`config.mk`:
```
export PLATFORM = sky130hd
export DESIGN_NAME = noise_lfsr
export DESIGN_NICKNAME = d
export VERILOG_FILES = /design/src/rtl/noise_lfsr_pkg.sv /design/src/rtl/noise_edge_det.sv /design/src/rtl/noise_ctrl.sv /design/src/rtl/noise_tap_map.sv /design/src/rtl/noise_lfsr.sv
export SDC_FILE = /design/constraint.sdc
export NUM_CORES = 1
export LEC_CHECK = 0
export ABC_AREA = 1
export BUFFER_PORTS_ARGS = -buffer_cell sky130_fd_sc_hd__clkbuf_2
export CORE_MARGIN = 2
export CORE_UTILIZATION = 54
export DETAILED_ROUTE_END_ITERATION = 16
export PLACE_DENSITY = 0.84
export SYNTH_ARGS = -nofsm -noshare
export SYNTH_HDL_FRONTEND = slang
export SYNTH_SLANG_ARGS = --single-unit
```
`constraint.sdc`:
```
create_clock -name clk_i -period 2.7 [get_ports clk_i]
set_clock_uncertainty 0.05 [all_clocks]
set_input_delay 0.54 -clock clk_i [delete_from_list [all_inputs] [get_ports clk_i]]
set_output_delay 0.54 -clock clk_i [all_outputs]
set_load 0.02 [all_outputs]
```
`src/rtl/noise_lfsr_pkg.sv`:
```
package noise_lfsr_pkg;
  localparam int unsigned LFSR_W = 23;
  localparam int unsigned OUT_W  = 12;
  localparam int unsigned TAP_N  = 8;
  localparam logic [LFSR_W-1:0] SEED = 23'h7FFFF8;
  // output bit 7..0 source positions
  localparam int unsigned TAP_POS [TAP_N] = '{22, 20, 16, 13, 11, 7, 4, 2};

  typedef enum logic [1:0] {OP_HOLD, OP_STEP, OP_CLEAR, OP_SEED} lfsr_op_e;
endpackage

```
`src/rtl/noise_edge_det.sv`:
```
module noise_edge_det (
  input  logic clk_i,
  input  logic rst_ni,
  input  logic sig_i,
  output logic rise_o
);
  logic sig_q;
  always_ff @(posedge clk_i or negedge rst_ni)
    if (!rst_ni) sig_q <= 1'b0;
    else         sig_q <= sig_i;
  assign rise_o = sig_i & ~sig_q;
endmodule

```
`src/rtl/noise_ctrl.sv`:
```
module noise_ctrl
  import noise_lfsr_pkg::*;
(
  input  logic     clk_i,
  input  logic     rst_ni,
  input  logic     test_i,
  input  logic     rise_i,
  output lfsr_op_e op_o
);
  logic test_q;
  always_ff @(posedge clk_i or negedge rst_ni)
    if (!rst_ni) test_q <= 1'b0;
    else         test_q <= test_i;

  // test dominates; release seeds; edge only when running
  always_comb begin
    if (test_i)      op_o = OP_CLEAR;
    else if (test_q) op_o = OP_SEED;
    else if (rise_i) op_o = OP_STEP;
    else             op_o = OP_HOLD;
  end
endmodule

```
`src/rtl/noise_tap_map.sv`:
```
module noise_tap_map
  import noise_lfsr_pkg::*;
(
  input  logic [LFSR_W-1:0] state_i,
  output logic [OUT_W-1:0]  noise_o
);
  localparam int unsigned PAD_W = OUT_W - TAP_N;
  for (genvar g = 0; g < TAP_N; g++) begin : g_tap
    assign noise_o[OUT_W-1-g] = state_i[TAP_POS[g]];
  end
  assign noise_o[PAD_W-1:0] = '0;
endmodule

```
`src/rtl/noise_lfsr.sv`:
```
module noise_lfsr
  import noise_lfsr_pkg::*;
(
  input  logic              clk_i,
  input  logic              rst_ni,
  input  logic              test_i,
  input  logic              strobe_i,
  output logic [OUT_W-1:0]  noise_o,
  output logic [LFSR_W-1:0] state_o
);
  localparam int unsigned FB_A = LFSR_W - 1;
  localparam int unsigned FB_B = LFSR_W - 6;

  logic     rise;
  lfsr_op_e op;
  logic [LFSR_W-1:0] lfsr_q, lfsr_d;

  noise_edge_det u_edge (.clk_i, .rst_ni, .sig_i(strobe_i), .rise_o(rise));
  noise_ctrl     u_ctrl (.clk_i, .rst_ni, .test_i, .rise_i(rise), .op_o(op));

  always_comb begin
    unique case (op)
      OP_STEP:  lfsr_d = {lfsr_q[LFSR_W-2:0], lfsr_q[FB_A] ^ lfsr_q[FB_B]};
      OP_CLEAR: lfsr_d = '0;
      OP_SEED:  lfsr_d = SEED;
      default:  lfsr_d = lfsr_q;
    endcase
  end

  always_ff @(posedge clk_i or negedge rst_ni)
    if (!rst_ni) lfsr_q <= SEED;
    else         lfsr_q <= lfsr_d;

  noise_tap_map u_map (.state_i(lfsr_q), .noise_o);
  assign state_o = lfsr_q;

  a_r4_test_clears: assert property (@(posedge clk_i) disable iff (!rst_ni)
    test_i |=> (state_o == '0));
  a_r5_release_seeds: assert property (@(posedge clk_i) disable iff (!rst_ni)
    ($past(test_i) && !test_i) |=> (state_o == SEED));
  a_r3_hold_no_edge: assert property (@(posedge clk_i) disable iff (!rst_ni)
    (!test_i && $past(!test_i) && !(strobe_i && !$past(strobe_i))) |=> $stable(state_o));
  a_r2_step_shift: assert property (@(posedge clk_i) disable iff (!rst_ni)
    (!test_i && $past(!test_i) && strobe_i && !$past(strobe_i)) |=>
      (state_o == {$past(state_o[LFSR_W-2:0]), $past(state_o[FB_A]) ^ $past(state_o[FB_B])}));
  a_r7_low_zero: assert property (@(posedge clk_i) disable iff (!rst_ni)
    noise_o[3:0] == 4'h0);
endmodule

```
# [Word-level counts from Yosys, hierarchy flattened]
# Index checks and enable logic that the tools add are counted.
[op_classes] mux=4 bitwise_logic=3 reduce_logical=1 eq_ne=3
[ops] operator="$pmux W23 S3" count=1
[ops] operator="$eq A2 B2 Y1 const B" count=2
[ops] operator="$mux W2" count=2
[ops] operator="$reduce_bool A3 Y1" count=1
[ops] operator="$eq A2 B1 Y1 const B" count=1
[ops] operator="$and A1 B1 Y1" count=1
[ops] operator="$mux W1" count=1
[ops] operator="$not A1 Y1" count=1
[ops] operator="$xor A1 B1 Y1" count=1
[word_totals] output_inout_bits=35 reg_bits=25

# [Longest topological paths before layout]
[depth] word_depth=7 ltp_mapped=7

# [Modules after synthesis]
# From an unflattened synthesis, not the netlist that was laid out.
[hier_totals] hier_cells=124 area_unflattened_um2=1148.6
[by_module_without_submodules] module="noise_lfsr" area_each_um2=980.9 seq_area_each_um2=600.6 n_inst=1 cells_per_inst=104
[by_module_without_submodules] module="noise_tap_map" area_each_um2=93.8 seq_area_each_um2=0.0 n_inst=1 cells_per_inst=13
[by_module_without_submodules] module="noise_ctrl" area_each_um2=38.8 seq_area_each_um2=25.0 n_inst=1 cells_per_inst=4
[by_module_without_submodules] module="noise_edge_det" area_each_um2=35.0 seq_area_each_um2=25.0 n_inst=1 cells_per_inst=3

# [Worst setup path after synthesis]
# Ideal clock, no wire load.
[synth_timing] kind="register to output" startpoint="register lfsr_q[22], in the netlist state_o[22]" endpoint="output state_o[22]" t_required_ns=2.110 path_stages_with_launch=2 arrival_ns=0.754 path_buffers=1 setup_slack_ns=1.356 path_cell_list="dfstp_2 -> buf_4"
[synth_lines] item="from (decl)" line_no="noise_lfsr.sv:16" rtl="logic [LFSR_W-1:0] lfsr_q, lfsr_d;"
[synth_lines] item="from (signal assigned)" line_no="noise_lfsr.sv:32" rtl="else lfsr_q <= lfsr_d;"
[synth_lines] item="to (decl)" line_no="noise_lfsr.sv:9" rtl="output logic [LFSR_W-1:0] state_o"
# No word-level cell between the ends.

# [Worst setup path in the final report]
[layout_timing] startpoint="register u_ctrl.test_q" endpoint="register lfsr_q[2], in the netlist state_o[2]"
[layout_between] elab_chain_cells=4 elab_cells_between_ends=7
[layout_lines] item="from (decl)" line_no="noise_ctrl.sv:10" rtl="logic test_q;"
[layout_lines] item="from (signal assigned)" line_no="noise_ctrl.sv:13" rtl="else test_q <= test_i;"
[layout_lines] item="$mux W2 *" line_no="noise_ctrl.sv:18" rtl="else if (test_q) op_o = OP_SEED;"
[layout_lines] item="$mux W2 *" line_no="noise_ctrl.sv:17" rtl="if (test_i) op_o = OP_CLEAR;"
[layout_lines] item="$eq A2 B2 Y1 or $eq A2 B1 Y1 (tied branches)" line_no="noise_lfsr.sv:22" rtl="unique case (op)"
[layout_lines] item="$pmux W23 S3 or $reduce_bool A3 Y1 (tied branches)"
# Every way passes the cells marked *; elsewhere a longest branch is shown, timed or not.
# A chain may end at the register's enable or synchronous reset.

==> impl_results.md <==
- Cts repair resizes: 0
- GRT busiest layer: met2
- Placed Area: 1370 um2
- Hold crit path type: primary input to asynchronous set/reset pin
- PwrDens: 611 nW/um2
- DRC Markers: 0
- GRT Util Overall: 20.4%
- Critical path's slowest cell: nor2_4
- Tmin final: 1.67 ns
- WP buf/inv: 0
- Startpoint Class: flip-flop
- Synthesized area: 1330 um2
- Synth Instances: 169
- Largest net degree at the start of global routing: 27
- Worst R2R Start: u_ctrl.test_q
- Outcome: finished clean
- Port buffer count: 34
- Total global routing overflow: 0
- Post-DP HPWL: 1690 um
- Crit path cell chain: nor2_4, nand2_2, nand3_1, nand2_1
- Crit path DAT: 1.84 ns
- H-tree levels: 1
- Synthesis-to-layout area growth: 5.57%
- Starting Density: 58.3%
- Global Route met3 Usage: 2.50%
- Root Buffer: clkbuf_4
- EDFF count, synth: 0
- Synth top area share: 39.6%
- Max FO, Critical Path: 26
- Most instantiated library cell after synthesis: nand2_1
- Layout cells sized above 1: 32.8%
- Postcts setup bufs: 0
- FFs w/ async S/R, synth: 100%
- Final setup viols: 0
- Nets: 194
- Worst path max stage delay: 0.49 ns
- Worst EP required: 2.87 ns
- Area leader, netlist: dfstp_2
- Initial antenna violation count: 0
- Clock transition at path regs: 0.14 ns
- Synth area leaders: dfstp_2 (40%), nand2_1 (25%), dfrtp_1 (9.4%), nand3_1 (9.1%), buf_4 (7.9%)
- Clock tree buffer depth: 2
- Average cell area after synthesis: 7.85 um2
- # rows: 17
- Chip height: 53.6 um
- Lkg Pwr: 0.809 nW
- Tcrit/Tclk final: 61.9%
- Clk_lat worst skew: 0.31 ns
- Vias per cell: 5.04
- Pre-Repair DR Iteration Count: 4
- Synthesized flop and latch total: 25
- ANT nets after route: 0
- GPL Wtd Cong: 0.752
- CTS tree: yes
- Die area: 2870 um2
- Commonest cells post-synth: nand2_1 (87), nand3_1 (24), dfstp_2 (20)
- Final-report hold violation count: 0
- Crit Path Category: flip-flop to flip-flop
- Synth warn: 0
- Worst Setup End Kind: flip-flop
- Slew @ Worst Pin: 0.603 ns
- Cell variety after synth: 16
- Ys flop type: dfstp_2
- Achievable Freq: 598 MHz
- Relative slew slack: 59.8%
- RSZ-0062 raised after global routing: no
- Via count: 1093
- Design area: 1400 um2
- Seq/Total Area, Yosys: 49.1%
- CTS Hold Bufs: 0
- Drt total wl: 2510 um
- CTS sink cnt: 25
- Fillers: 205
- Vias in the first global route: 934
- CP top delay family: simple AND/OR/NAND/NOR gates
- Core area: 2280 um2
- WL per Instance: 11.5 um
- Die Wd: 53.6 um
- I/O pins: 39
- Setup TNS: 0 ns
- Antenna cell count: 0
- Maximum vdd drop: 0.000337 V
- Final Slew Violations: 0
- Met1 Use GR: 26.8%
- Setup crit start: u_ctrl.test_q
- DR iter-0 viols: 19
- Total CTS buffers: 3
- Max-cap violations: 0
- Met2 Usage GRT: 34.4%
- First-pass GRT wire length: 4240 um
- Power Total: 0.000855 W
cell type report:
type	count	area [um2]	area share, %
sequential	25	651	46.5
multi-input combinational	120	492	35.1
timing repair buffer	35	178	12.7
tap	28	35.0	2.50
clock buffer	4	26.3	1.88
inverter	5	18.8	1.34
through the flow:
stage | util, % | setup WS, ns | cells | hold slack, ns
after global routing | 61.5 | 0.882 | 217 | 0.190
after detailed placement | 60.4 | 0.792 | 213 | 0.440
after global placement | 60.4 | 0.876 | 213 | 0.436
after floorplan | - | 1.36 | 172 | 0.194
final | 61.5 | 1.03 | 217 | 0.152
after CTS | 61.5 | 1.02 | 217 | 0.160
routing by layer:
metal	part of all wire, %	vias to the layer above
met2	51	22
met1	45	523
li1	-	544
met5	0	-
met3	3.1	4
met4	1.2	0
flip-flops by register name (all words and copies together) (netlist names):
signal         count
u_edge.sig_q       1
state_o           23
u_ctrl.test_q      1
worst reg2reg max path, stage by stage (launching register included):
cell     delay [ns]
dfrtp_1        0.43
nor2_4         0.49
nand2_2        0.40
nand3_1        0.17
nand2_1        0.06
cells by family after synthesis:
logic type,Yosys count,synth area share (%)
AOI/OAI and AO/OA,1,0.377
buffers and inverters,27,14.7
DFF,25,49.1
other,1,0.283
and+or+nand+nor,115,35.6
report_power, final:
part	switching, W	leakage (nW)	internal (W)
combinational	0.000153	0.519	0.0000641
sequential	0.0000356	0.274	0.000440
clock	0.000105	0.0150	0.0000576
total	0.000293	0.809	0.000562
path summary, 6_finish.rpt:
check	endpoint	slack (ns)	cells past startpoint
hold / removal	u_edge.sig_q	0.15	1
setup reg to reg	state_o[2]	1.03	4
hold reg to reg	state_o[8]	0.45	2
setup / recovery	state_o[2]	1.03	4
min in group clk_i	u_edge.sig_q	0.29	1
max in group asynchronous	u_ctrl.test_q	2.04	1
layout by cell type, fill, tap and decap left out:
cell type / netlist / layout
o21ai_0: 1 / 1
nor2_1: 2 / 2
inv_2: 2 / 2
conb_1: 1 / 4
inv_1: 3 / 3
clkbuf_1: 0 / 1
dfrtp_1: 5 / 5
dfstp_2: 20 / 20
clkbuf_4: 0 / 3
nand2_1: 87 / 87
nand2_2: 1 / 1
clkbuf_2: 0 / 34
nand3_1: 24 / 24
nor2_4: 1 / 1
buf_4: 14 / 1
Power figures use the tool's default switching activity.
